$ cat src/rtl/udisp_pkg.sv
package udisp_pkg;
  localparam int UADDR_W = 9;
  localparam int OP_W    = 8;
  localparam int UWORD_W = UADDR_W + 3;

  // Control word layout, MSB first: fetch, pcStep, dispatch, nextAddr.
  typedef struct packed {
    logic               fetch;
    logic               pcStep;
    logic               dispatch;
    logic [UADDR_W-1:0] nextAddr;
  } uword_t;

  // Strobes from control to datapath.
  typedef struct packed {
    logic pcStep;
    logic fetch;
    logic bootRd;
  } strobe_t;

  typedef enum logic [1:0] {
    PH_BOOT_REQ  = 2'd0,
    PH_BOOT_WAIT = 2'd1,
    PH_RUN       = 2'd2
  } phase_t;
endpackage

$ cat src/rtl/udisp_ctrl.sv
module udisp_ctrl
  import udisp_pkg::*;
#(
  parameter logic [UADDR_W-1:0] MAIN_ADDR = 9'h100
) (
  input  logic               clk,
  input  logic               rstN,
  input  logic [UWORD_W-1:0] uWord,
  input  logic [OP_W-1:0]    mbr,
  output logic [UADDR_W-1:0] uAddr,
  output logic               uExec,
  output strobe_t            strobe
);
  phase_t             phaseQ;
  logic [UADDR_W-1:0] uPcQ;
  logic [UADDR_W-1:0] opExt;
  logic [UADDR_W-1:0] targetAddr;
  uword_t             word;

  assign word = uword_t'(uWord);

  generate
    if (UADDR_W > OP_W) begin : g_widen
      assign opExt = {{(UADDR_W-OP_W){1'b0}}, mbr};
    end else begin : g_trim
      assign opExt = mbr[UADDR_W-1:0];
    end
  endgenerate

  // Successor: explicit field, with the held opcode ORed in on dispatch.
  assign targetAddr = word.dispatch ? (word.nextAddr | opExt) : word.nextAddr;

  always_ff @(posedge clk) begin
    if (!rstN) begin
      phaseQ <= PH_BOOT_REQ;
      uPcQ   <= MAIN_ADDR;
    end else begin
      unique case (phaseQ)
        PH_BOOT_REQ:  phaseQ <= PH_BOOT_WAIT;
        PH_BOOT_WAIT: phaseQ <= PH_RUN;
        default:      uPcQ   <= targetAddr;
      endcase
    end
  end

  assign uAddr         = uPcQ;
  assign uExec         = (phaseQ == PH_RUN);
  assign strobe.bootRd = (phaseQ == PH_BOOT_REQ);
  assign strobe.pcStep = uExec & word.pcStep;
  assign strobe.fetch  = uExec & word.fetch;

  // a plain word hands over to its successor field
  p_next_field_r1: assert property (@(posedge clk) disable iff (!rstN)
    (uExec && !uWord[UADDR_W]) |=> (uAddr == $past(uWord[UADDR_W-1:0])));

  // a dispatch word ORs in the opcode held at the start of the cycle
  p_dispatch_or_r2: assert property (@(posedge clk) disable iff (!rstN)
    (uExec && uWord[UADDR_W]) |=> (uAddr == ($past(uWord[UADDR_W-1:0]) | $past(opExt))));

  // no word executes while the boot phase runs, and the micro-PC stays put
  p_boot_hold_r7: assert property (@(posedge clk) disable iff (!rstN)
    !uExec |=> $stable(uAddr));
endmodule

$ cat src/rtl/udisp_dp.sv
module udisp_dp
  import udisp_pkg::*;
#(
  parameter int PC_W = 16
) (
  input  logic            clk,
  input  logic            rstN,
  input  strobe_t         strobe,
  input  logic [OP_W-1:0] memRdData,
  output logic [PC_W-1:0] memAddr,
  output logic            memRd,
  output logic [PC_W-1:0] pc,
  output logic [OP_W-1:0] mbr
);
  logic [PC_W-1:0] pcQ;
  logic [PC_W-1:0] pcNext;
  logic [OP_W-1:0] mbrQ;
  logic            pendQ;

  assign pcNext  = pcQ + PC_W'(1);
  assign memRd   = strobe.bootRd | strobe.fetch;
  assign memAddr = strobe.bootRd ? '0 : (strobe.pcStep ? pcNext : pcQ);

  always_ff @(posedge clk) begin
    if (!rstN) begin
      pcQ   <= '0;
      mbrQ  <= '0;
      pendQ <= 1'b0;
    end else begin
      pendQ <= memRd;
      if (pendQ)         mbrQ <= memRdData;
      if (strobe.pcStep) pcQ  <= pcNext;
    end
  end

  assign pc  = pcQ;
  assign mbr = mbrQ;

  // the counter moves by exactly one on a step and holds otherwise
  p_pc_step_r3: assert property (@(posedge clk) disable iff (!rstN)
    strobe.pcStep |=> (pc == $past(pc) + PC_W'(1)));
  p_pc_hold_r3: assert property (@(posedge clk) disable iff (!rstN)
    !strobe.pcStep |=> $stable(pc));

  // the byte returned the cycle after a request lands in mbr
  p_mbr_capture_r5: assert property (@(posedge clk) disable iff (!rstN)
    $past(memRd) |=> (mbr == $past(memRdData)));

  // without a request two cycles back, mbr keeps its value
  p_mbr_quiet_r6: assert property (@(posedge clk) disable iff (!rstN)
    !$past(memRd) |=> $stable(mbr));
endmodule

$ cat src/rtl/ucode_dispatch_seq.sv
module ucode_dispatch_seq
  import udisp_pkg::*;
#(
  parameter int                 PC_W      = 16,
  parameter logic [UADDR_W-1:0] MAIN_ADDR = 9'h100
) (
  input  logic               clk,
  input  logic               rstN,
  output logic [UADDR_W-1:0] uAddr,
  input  logic [UWORD_W-1:0] uWord,
  output logic               uExec,
  output logic [PC_W-1:0]    memAddr,
  output logic               memRd,
  input  logic [OP_W-1:0]    memRdData,
  output logic [PC_W-1:0]    pc,
  output logic [OP_W-1:0]    mbr
);
  strobe_t strobe;

  udisp_ctrl #(.MAIN_ADDR(MAIN_ADDR)) ctrl_i (
    .clk    (clk),
    .rstN   (rstN),
    .uWord  (uWord),
    .mbr    (mbr),
    .uAddr  (uAddr),
    .uExec  (uExec),
    .strobe (strobe)
  );

  udisp_dp #(.PC_W(PC_W)) dp_i (
    .clk       (clk),
    .rstN      (rstN),
    .strobe    (strobe),
    .memRdData (memRdData),
    .memAddr   (memAddr),
    .memRd     (memRd),
    .pc        (pc),
    .mbr       (mbr)
  );

  // a fetch request only ever comes from boot or an executing fetch word
  p_fetch_source_r4: assert property (@(posedge clk) disable iff (!rstN)
    (memRd && uExec) |-> uWord[UADDR_W+2]);
endmodule

$ cat config.mk
export PLATFORM = sky130hd
export DESIGN_NAME = ucode_dispatch_seq
export DESIGN_NICKNAME = d
export VERILOG_FILES = /design/src/rtl/udisp_pkg.sv /design/src/rtl/udisp_ctrl.sv /design/src/rtl/udisp_dp.sv /design/src/rtl/ucode_dispatch_seq.sv
export SDC_FILE = /design/constraint.sdc
export NUM_CORES = 1
export LEC_CHECK = 0
export BUFFER_PORTS_ARGS = -buffer_cell sky130_fd_sc_hd__buf_2
export CAP_MARGIN = 25
export CELL_PAD_IN_SITES_DETAIL_PLACEMENT = 0
export CELL_PAD_IN_SITES_GLOBAL_PLACEMENT = 1
export CORE_ASPECT_RATIO = 1.2
export CORE_MARGIN = 5
export CORE_UTILIZATION = 30
export DETAILED_ROUTE_END_ITERATION = 12
export PLACE_DENSITY = 0.8
export SLEW_MARGIN = 40
export SYNTH_ARGS = -nofsm -noshare
export SYNTH_HDL_FRONTEND = slang
export SYNTH_SLANG_ARGS = --single-unit
$ cat constraint.sdc
create_clock -name clk -period 1.7 [get_ports clk]
set_input_delay 0.17 -clock clk [delete_from_list [all_inputs] [get_ports clk]]
set_output_delay 0.17 -clock clk [all_outputs]
set_load 0.1 [all_outputs]
======== Yosys cells after proc, flatten, opt, wreduce, memory -nomap -nowiden ========
Index checks and enable logic that the tools add are counted.
Widths: inputs -> output; s select.
word-level totals
  flip-flop bits (word level) ............. 36
  input bits .............................. 22
  output and inout bits ................... 51
  word-level logic and storage cells ...... 19
operators by class
  add/subtract/negate cells ............... 1
  eq/ne operators ......................... 2
  multiplexer cells ....................... 4
  bitwise logic cells ..................... 4
  reductions and logical operators ........ 3
operator list
  kind                   count
  $mux 16                2
  $add 16x1->16 const B  1
  $mux 9                 1
  $or 9x8->9             1
  $pmux 2 s2             1
  $and 1x1->1            2
  $eq 2x1->1 const B     1
  $eq 2x2->1 const B     1
  $logic_not 2->1        1
  $reduce_bool 2->1      1
  $reduce_or 2->1        1
  $or 1x1->1             1

======== Depth between registers and ports, before layout ========
Gate-level depths: netlist of the first run.
  depth after elaboration ................. 4
  mapped depth ............................ 5
  depth with buffers taken out ............ 5

======== Cells and area by module ========
Synthesis of the first run repeated with hierarchy kept, for this count alone.
unflattened totals
  cells, all modules ...................... 181
  area total of the unflattened synthesis .. 1691.6 µm²
modules (own cells, without submodules)
  module      instances  cells each  area an instance (µm²)  sequential area each (µm²)
  udisp_dp    1          133         1236.2                  500.5
  udisp_ctrl  1          48          455.4                   220.2

======== Worst setup path after synthesis of the first run ========
No wires, ideal clock.
  path type ............................... register to output
  start point ............................. register dp_i.pcQ[0], in the netlist dp_i.pc[0]
  end point ............................... output memAddr[2]
  arrival time ............................ 3.827 ns
  slack ................................... -2.297 ns
  stages on the path, launching flop included .. 6
  path through ............................ dfxtp_1 > ha_1 > inv_1 > nor3_1 > a21oi_1 > o21ai_0
between the ends
  longest elaborated chain between the ends .. 3
ends and longest elaborated chain
  element                 line                      RTL
  from (decl)             udisp_dp.sv:15            logic [PC_W-1:0] pcQ;
  from (signal assigned)  udisp_dp.sv:32            if (strobe.pcStep) pcQ <= pcNext;
  $add 16x1->16           udisp_dp.sv:20            assign pcNext = pcQ + PC_W'(1);
  $mux 16                 --
  $mux 16                 udisp_dp.sv:22            assign memAddr = strobe.bootRd ? '0 : (strobe.pcStep ? pcNext : pcQ);
  to (decl)               ucode_dispatch_seq.sv:12  output logic [PC_W-1:0] memAddr,
No other way between the ends.

======== Final worst setup path of the first run ========
  start point ............................. register dp_i.pcQ[10], in the netlist dp_i.pc[10]
  end point ............................... output memAddr[15]
The elaborated chain is that of the path after synthesis.

==> flow_summary_export.csv, run 1 <==
group,metric,value,unit
route,wire_per_inst,14.3,um
setup_path,cp-start-kind,"flip-flop",
timing,tightest_slew,543,ps
floorplan,initial_core_util,31.1,%
timing,drv_slew,0,
route,avgViaCountPerCell,4.83,
timing,setup_viol,13,
setup_path,end_kind,"output pin",
clock_network,clk_pin_slew,70,ps
setup_path,rr_endpoint,"dp_i.pc[11]",
synthesis,yosysUniqueCellTypes,32,
cells_and_area,fillers,448,
timing,fmax,0.482,GHz
timing,hold_viol,0,
setup_path,critPathMaxFanout,2,
pwr,irDropWorstVdd,0.570,mV
place,dpl_worst_slack,-113,ps
cells_and_area,area_growth,90.2,%
cells_and_area,multi_input_area,1240,um^2
timing,whs,101,ps
worst_hold_path,hp-start,"uWord[8]",
run_status,outcome,"finished, violations left",
global_route,grt_pass1_wl,8.54,mm
floorplan,ios,73,
setup_path,crit_chain,"nand4_1 > nor4_2 > or3b_4 > a21oi_4 > buf_12",
setup_path,r2r-start,"ctrl_i.phaseQ[0]",
timing,maxSlewHeadroom,63.8,%
global_route,antenna_found_initial,0,
setup_path,cpPeakStageDelay,440,ps
setup_path,cp.arrival,1910,ps
timing,fin_skew,7.79,ps
global_route,grt_overflow_total,0,
route,drt_iter0_drc,37,
run_status,violations,"negative setup slack",
route,drc,0,
cells_and_area,drive_gt1_share,62.8,%
synthesis,synth_fp_nets,215,
synthesis,yosysWarningCount,0,
global_route,grt_pass1_vias,1857,
floorplan,fp.dieArea,7170,um^2
timing,fin_crit,2080,ps
clock_network,clock-sinks,36,
clock_network,cts_buffers,5,
cells_and_area,final_cells,363,
place,hpwl,3.67,mm
setup_path,path_class,"reg -> out",
worst_hold_path,hp-class,"in -> reg",
clock_network,cts_tree,"yes",
cells_and_area,final_cell_mix,"buf_2 (55), buf_4 (29), dfxtp_1 (19), buf_12 (19), nor2b_1 (18)",
clock_network,htreeDepth,2,
cells_and_area,layout_commonest_cell,"buf_2",
route,firstDrtPassIters,4,
global_route,grt_usage,14.5,%
timing,fin_crit_sh,122,%
pwr,power,0.00218,W
pwr,p_leak,1.37,nW
place,port_buffers,72,
cells_and_area,insertedDiodeCount,0,
cells_and_area,stdcell_area,3180,um^2
synthesis,synthesis.instances,192,
clock_network,cts_root_buf,"clkbuf_8",
route,ant_nets,0,
synthesis,syn_area_per_cell,8.71,um^2
place,dpl.cell_count,344,
setup_path,crit_slowest_cell,"or3b_4",
synthesis,synth-seq-area-share,43.1,%
worst_hold_path,worstHoldPathCells,3,
floorplan,core.rowCount,29,
worst_hold_path,holdPathEnd,"ctrl_i.uAddr[8]",
timing,fin_ws,-375,ps
synthesis,synth-seq-cells,36,
place,place_area,2780,um^2
route,dr_total_vias,1755,
flow_run,maxCapViolations,0,
floorplan,die_y,91.8,um
clock_network,clock_latency,280,ps
synthesis,mappedNetlistArea,1670,um^2
cells_and_area,regArea,777,um^2
clock_network,clockBufferDepth,2,
place,gp_congestion,0.812,
setup_path,r2r_slack,20,ps
setup_path,r2r_cells,6,
global_route,grt_max_degree,37,
clock_network,cts.hold.buffers_added,0,
cells_and_area,num-nets-final,323,
timing,rsz0062_at_grt,"yes",
setup_path,critPathRequiredTime,1530,ps
pwr,powerDensity,687,nW/um^2
route,wirelength,5.18,mm
floorplan,chipWidth,78.1,um
floorplan,coreArea,5370,um^2
[layer usage]
layer	vias up	global-route usage (%)	wire, um	share of wire (%)
li1	878	-	-	-
met1	818	17.1	2230	43
met2	55	25.4	2580	50
met3	4	4.71	331	6.4
met4	0	3.50	31	0.60
met5	-	0	0	0
[cell usage after synthesis, drive strengths merged]
cell type | count | area (um^2)
o22ai | 1 | 6.26
inv | 6 | 22.5
a21oi | 22 | 110
nand2 | 12 | 45.0
nand4b | 1 | 23.8
a21boi | 5 | 37.5
nor2b | 19 | 119
buf | 5 | 22.5
nor3 | 3 | 15.0
or3b | 4 | 35.0
clkbuf | 6 | 22.5
a22o | 2 | 17.5
and2 | 4 | 25.0
o21a | 1 | 7.51
nand2b | 1 | 6.26
nor4 | 3 | 18.8
dfxtp | 36 | 721
xnor2 | 8 | 70.1
nand4 | 5 | 31.3
and4b | 1 | 10.0
o21ai | 13 | 65.1
mux2i | 10 | 100
nand3 | 3 | 15.0
nor2 | 11 | 41.3
and4 | 1 | 8.76
xor2 | 3 | 26.3
or4 | 1 | 11.3
and3 | 4 | 25.0
ha | 1 | 12.5
[what timing repair did]
action / CTS / global route
endpoints found under the setup margin: 14 / 17
gates resized for setup: 30 / 16
setup buffers: 8 / 7
pin swaps: 14 / 15
hold endpoints to repair: 0 / 0
[logic make-up after synthesis]
| logic type | Yosys count | synth area share [%] |
|---|---|---|
| AOI/OAI and AO/OA | 44 | 14.6 |
| xor gates and xnor gates | 11 | 5.76 |
| adders and majority gates | 1 | 0.748 |
| buffers and inverters | 17 | 4.04 |
| DFF | 36 | 43.1 |
| muxes | 10 | 5.99 |
| and+or+nand+nor | 73 | 25.7 |
[report_power, final]
part	total, W	switching (W)	internal [W]
clock	0.000601	0.000315	0.000286
combinational	0.000670	0.000499	0.000172
sequential	0.000912	0.0000415	0.000870
[per-stage QoR]
stage	utilization [%]	TNS, ps
final	59.2	-3320
after global routing	59.2	-4490
after CTS	57.7	-3310
after detailed placement	51.8	-390
after global placement	51.8	-248
after floorplan	-	-3800
[how the worst max path moves through the flow]
stage                             end  slack [ps]  cells after the start        startpoint
after floorplan           memAddr[15]        -500                      4        dp_i.pc[6]
after global placement    memAddr[15]         -90                      5  ctrl_i.phaseQ[1]
after detailed placement  memAddr[15]        -110                      5  ctrl_i.phaseQ[1]
after CTS                 memAddr[15]        -350                      5  ctrl_i.phaseQ[0]
after global routing      memAddr[13]        -490                      5       dp_i.pc[10]
final                     memAddr[15]        -380                      5       dp_i.pc[10]
[layout make-up]
cell class	count	area share (%)
Clock buffer	5	2.16
Inverter	6	0.708
Clock inverter	3	0.590
Timing Repair Buffer	112	30.8
Tap cell	62	2.44
Sequential cell	36	24.4
Multi-Input combinational cell	139	38.9
[critical path: cells and delay by family (launching register included)]
kind | cells | cell delay (ps)
and+or+nand+nor | 3 | 920
DFF | 1 | 360
buffers and inverters | 1 | 190
AOI/OAI and AO/OA | 1 | 160
[state kept, by name, indices dropped and copies added, names as in the netlist]
name	count
ctrl_i.phaseQ	2
ctrl_i.uAddr	9
dp_i.mbr	8
dp_i.pc	16
dp_i.pendQ	1
No activity file was read; power rests on OpenSTA's default activity.
==> inputs of run 2 (changes only) <==
--- a/config.mk
+++ b/config.mk
@@ -14,6 +14,7 @@
 export CORE_UTILIZATION = 30
 export DETAILED_ROUTE_END_ITERATION = 12
 export PLACE_DENSITY = 0.8
+export SETUP_SLACK_MARGIN = 0.3
 export SLEW_MARGIN = 40
 export SYNTH_ARGS = -nofsm -noshare
 export SYNTH_HDL_FRONTEND = slang
==> flow_summary_export.csv, run 2 (synthesis gave the netlist of run 1 again) <==
group,metric,value,unit
setup_path,cp-start-kind,"flip-flop",
cells_and_area,area_growth,107,%
timing,whs,93.4,ps
route,avgViaCountPerCell,4.89,
floorplan,core.rowCount,29,
place,hpwl,3.71,mm
setup_path,critPathRequiredTime,1530,ps
timing,tightest_slew,544,ps
clock_network,clock-sinks,36,
floorplan,initial_core_util,31.1,%
cells_and_area,layout_commonest_cell,"buf_2",
timing,maxSlewHeadroom,63.8,%
clock_network,htreeDepth,2,
floorplan,ios,73,
cells_and_area,stdcell_area,3450,um^2
clock_network,cts_buffers,5,
clock_network,cts_tree,"yes",
route,ant_nets,0,
place,place_area,2790,um^2
floorplan,fp.dieArea,7170,um^2
clock_network,clockBufferDepth,2,
global_route,grt_pass1_wl,9.24,mm
timing,setup_viol,16,
cells_and_area,largest_reg_flops,16,
global_route,grt_overflow_total,0,
cells_and_area,final_cell_mix,"buf_2 (45), buf_4 (29), buf_12 (20)",
place,port_buffers,72,
timing,fin_skew,7.28,ps
route,firstDrtPassIters,4,
timing,fin_crit,2140,ps
clock_network,cts_root_buf,"clkbuf_8",
pwr,irDropWorstVdd,0.840,mV
route,drc,0,
route,wirelength,5.74,mm
cells_and_area,insertedDiodeCount,0,
cells_and_area,fin_util,64.3,%
pwr,p_leak,1.46,nW
flow_run,maxCapViolations,0,
setup_path,cp.arrival,1970,ps
timing,setup_tns,-3420,ps
run_status,violations,"negative setup slack",
pwr,powerDensity,679,nW/um^2
route,wire_per_inst,15.6,um
timing,hold_viol,0,
cells_and_area,fillers,419,
place,gp_congestion,0.742,
floorplan,chipWidth,78.1,um
floorplan,die_y,91.8,um
timing,rsz0062_at_grt,"yes",
clock_network,clock_latency,290,ps
timing,drv_slew,0,
setup_path,end_kind,"output pin",
global_route,grt_max_degree,37,
cells_and_area,num-nets-final,328,
global_route,antenna_found_initial,0,
run_status,outcome,"finished, violations left",
timing,fin_ws,-441,ps
setup_path,critPathMaxFanout,2,
clock_network,clk_pin_slew,80,ps
global_route,grt_usage,16.3,%
global_route,grt_pass1_vias,1896,
setup_path,path_class,"reg -> out",
timing,fin_crit_sh,126,%
timing,fmax,0.467,GHz
worst_hold_path,hp-class,"in -> reg",
floorplan,coreArea,5370,um^2
cells_and_area,drive_gt1_share,65.7,%
route,drt_iter0_drc,70,
route,dr_total_vias,1801,
place,dpl_worst_slack,-95.0,ps
run 2: cell count changes in the layout (fill, tap and decap cells not counted), sizes merged:
cell / delta
clkinv: -2
bufbuf: +1
clkbuf: +4
inv: +2
run 2: repair_timing:
item                                   in CTS  in global routing
pin swaps                                  24                 19
cloned                                      2                  0
buffers inserted                           12                  6
resized for setup                          59                 23
hold buffers                                0                  0
endpoints found under the hold margin       0                  0
setup endpoints to repair                  28                 35
run 2: final cells by class:
cell class / count / area, um^2 / share of cell area (%)
well taps: 62 / 77.6 / 2.25
clock inverters: 3 / 21.3 / 0.616
multi-input cells: 139 / 1350 / 39.0
inverters: 6 / 22.5 / 0.652
clock buffers: 5 / 68.8 / 1.99
repair buffers: 117 / 1140 / 32.9
flip-flops and latches: 36 / 779 / 22.6
run 2: stage by stage:
stage | instances | total power, W
global route | 368 | 0.00245
floorplan | 192 | 0.00146
CTS | 362 | 0.00235
global placement | 340 | 0.00159
finish | 368 | 0.00234
detailed placement | 340 | 0.00160
run 2: routing by layer:
layer	track usage (%)	share of wire, %	vias up
met5	0	0	-
li1	-	-	890
met3	3.82	5.3	6
met4	6.71	1.7	0
met1	18.2	41	854
met2	29.4	52	51
run 2: final timing paths:
check / start / to / slack (ps) / depth (start not counted)
min reg2reg: ctrl_i.uAddr[8] / ctrl_i.uAddr[8] / 480 / 2
min: uWord[8] / ctrl_i.uAddr[8] / 90 / 3
max reg2reg: dp_i.pc[10] / dp_i.pc[15] / 80 / 5
max: dp_i.pc[10] / memAddr[15] / -440 / 5
run 2: critical path, stage by stage (launching register included):
cell and delay, ps:
dfxtp_4 340, nand4_1 230, nor4_4 300, or3b_4 430
a21oi_4 180, buf_12 190
run 2: power by group:
part | switching [W] | internal, W
clock network | 0.000341 | 0.000293
logic | 0.000540 | 0.000262
registers | 0.0000386 | 0.000870
==> inputs of run 3 (changes only) <==
--- a/config.mk
+++ b/config.mk
@@ -14,6 +14,7 @@
 export CORE_UTILIZATION = 30
 export DETAILED_ROUTE_END_ITERATION = 12
 export PLACE_DENSITY = 0.8
+export RECOVER_POWER = 25
 export SETUP_SLACK_MARGIN = 0.3
 export SLEW_MARGIN = 40
 export SYNTH_ARGS = -nofsm -noshare
==> constraint.sdc (replaced) <==
create_clock -name clk -period 1.7 [get_ports clk]
set_input_delay 0.17 -clock clk [delete_from_list [all_inputs] [get_ports clk]]
set_output_delay 0.17 -clock clk [all_outputs]
set_load 0.01 [all_outputs]
==> flow_summary_export.csv, run 3 (synthesis gave the netlist of run 1 again) <==
group,metric,value,unit
global_route,grt_pass1_vias,1922,
cells_and_area,area_growth,80.2,%
timing,setup_viol,13,
worst_hold_path,hp-class,"in -> reg",
global_route,grt_usage,15.8,%
timing,fin_ws,-289,ps
floorplan,chipWidth,78.1,um
run_status,outcome,"finished, violations left",
cells_and_area,final_cell_mix,"buf_2 (59), buf_4 (34), buf_6 (26)",
cells_and_area,drive_gt1_share,57.9,%
cells_and_area,fillers,467,
pwr,clkPwrFrac,32.7,%
clock_network,clockBufferDepth,2,
timing,setup_tns,-2730,ps
global_route,grt_max_degree,37,
global_route,antenna_found_initial,0,
clock_network,cts_buffers,5,
place,dpl.cell_count,340,
setup_path,path_class,"reg -> out",
setup_path,cp-start-kind,"flip-flop",
timing,drv_slew,0,
cells_and_area,final_cells,380,
clock_network,clk_pin_slew,70,ps
clock_network,clock_latency,290,ps
clock_network,htreeDepth,2,
timing,rsz0062_at_grt,"yes",
route,firstDrtPassIters,4,
route,drc,0,
place,dpl_worst_slack,-49.8,ps
setup_path,cp.arrival,1820,ps
clock_network,clock-sinks,36,
floorplan,fp.dieArea,7170,um^2
global_route,grt_overflow_total,0,
pwr,seq_power_share,50.1,%
route,wire_per_inst,14.9,um
setup_path,end_kind,"output pin",
route,wirelength,5.68,mm
pwr,irDropWorstVdd,0.447,mV
clock_network,cts_root_buf,"clkbuf_8",
floorplan,die_y,91.8,um
setup_path,critPathMaxFanout,2,
cells_and_area,largest_reg_flops,16,
timing,fin_crit_sh,117,%
route,ant_nets,0,
timing,hold_viol,0,
place,hpwl,3.62,mm
pwr,power_frac_comb,17.2,%
pwr,powerDensity,612,nW/um^2
run_status,violations,"negative setup slack",
clock_network,cts_tree,"yes",
pwr,p_leak,1.35,nW
cells_and_area,insertedDiodeCount,0,
flow_run,maxCapViolations,0,
route,drt_iter0_drc,57,
cells_and_area,layout_commonest_cell,"buf_2",
pwr,switching_share,28.3,%
place,gp_congestion,0.783,
route,dr_total_vias,1852,
timing,maxSlewHeadroom,63.2,%
floorplan,coreArea,5370,um^2
cells_and_area,num-nets-final,340,
setup_path,critPathRequiredTime,1530,ps
floorplan,ios,73,
pwr,p_sw,0.000522,W
timing,tightest_slew,552,ps
floorplan,core.rowCount,29,
timing,fmax,0.503,GHz
route,avgViaCountPerCell,4.87,
global_route,grt_pass1_wl,9.02,mm
floorplan,initial_core_util,31.1,%
timing,fin_crit,1990,ps
clock_network,cts.hold.buffers_added,0,
place,port_buffers,72,
timing,fin_skew,3.27,ps
pwr,p_int,0.00132,W
run 3: cell type report:
| cell class | instances | area (um^2) | area share [%] |
|---|---|---|---|
| multi-input combinational | 139 | 1190 | 39.5 |
| sequential | 36 | 751 | 24.9 |
| tap | 62 | 77.6 | 2.57 |
| clock buffer | 5 | 68.8 | 2.28 |
| clock inverter | 3 | 18.8 | 0.623 |
| timing repair buffer | 129 | 881 | 29.2 |
| inverter | 6 | 25.0 | 0.831 |
run 3: repair_timing:
item / 4_1_cts / 5_1_grt
hold endpoints to repair: 0 / 0
setup endpoints to repair: 29 / 30
pin swaps: 20 / 25
setup buffers: 23 / 9
resized for setup: 50 / 29
run 3: worst paths after layout:
kind	startpoint	slack, ps	depth (start not counted)	to
worst min register to register	ctrl_i.uAddr[8]	490	2	ctrl_i.uAddr[8]
worst min-delay path	uWord[8]	100	3	ctrl_i.uAddr[8]
worst max register to register	dp_i.pc[7]	110	5	dp_i.pc[13]
worst max-delay path	dp_i.pc[7]	-290	5	memAddr[15]
run 3: critical path, stage by stage (launching register included):
cell and delay [ps]:
dfxtp_2 340, nand4_1 150, nor4_2 350, or3b_4 440, a21oi_4 140, buf_6 110
run 3: metrics by stage:
step	instance area, um^2	total power [W]	hold WS, ps	util [%]
detailed placement	2330	0.00122	407	43.5
global placement	2330	0.00122	386	43.5
global route	3010	0.00195	135	56.1
floorplan	1760	0.00111	297	-
CTS	2830	0.00186	95.8	52.6
finish	3010	0.00184	99.0	56.1
run 3: layer usage:
metal	global-route usage [%]	wire, um	vias to the layer above
met5	0	0	-
met4	5.10	86	0
met3	5.49	412	8
met2	28.7	2930	59
met1	16.9	2250	869
li1	-	-	916
run 3: power by group through the flow:
stage / clock [W] / sequential, W / combinational (W)
2_1_floorplan: 0 / 0.000947 / 0.000166
3_3_place_gp: 0 / 0.000944 / 0.000278
3_5_place_dp: 0 / 0.000945 / 0.000280
4_1_cts: 0.000620 / 0.000926 / 0.000314
5_1_grt: 0.000668 / 0.000933 / 0.000349
6_report: 0.000602 / 0.000924 / 0.000318
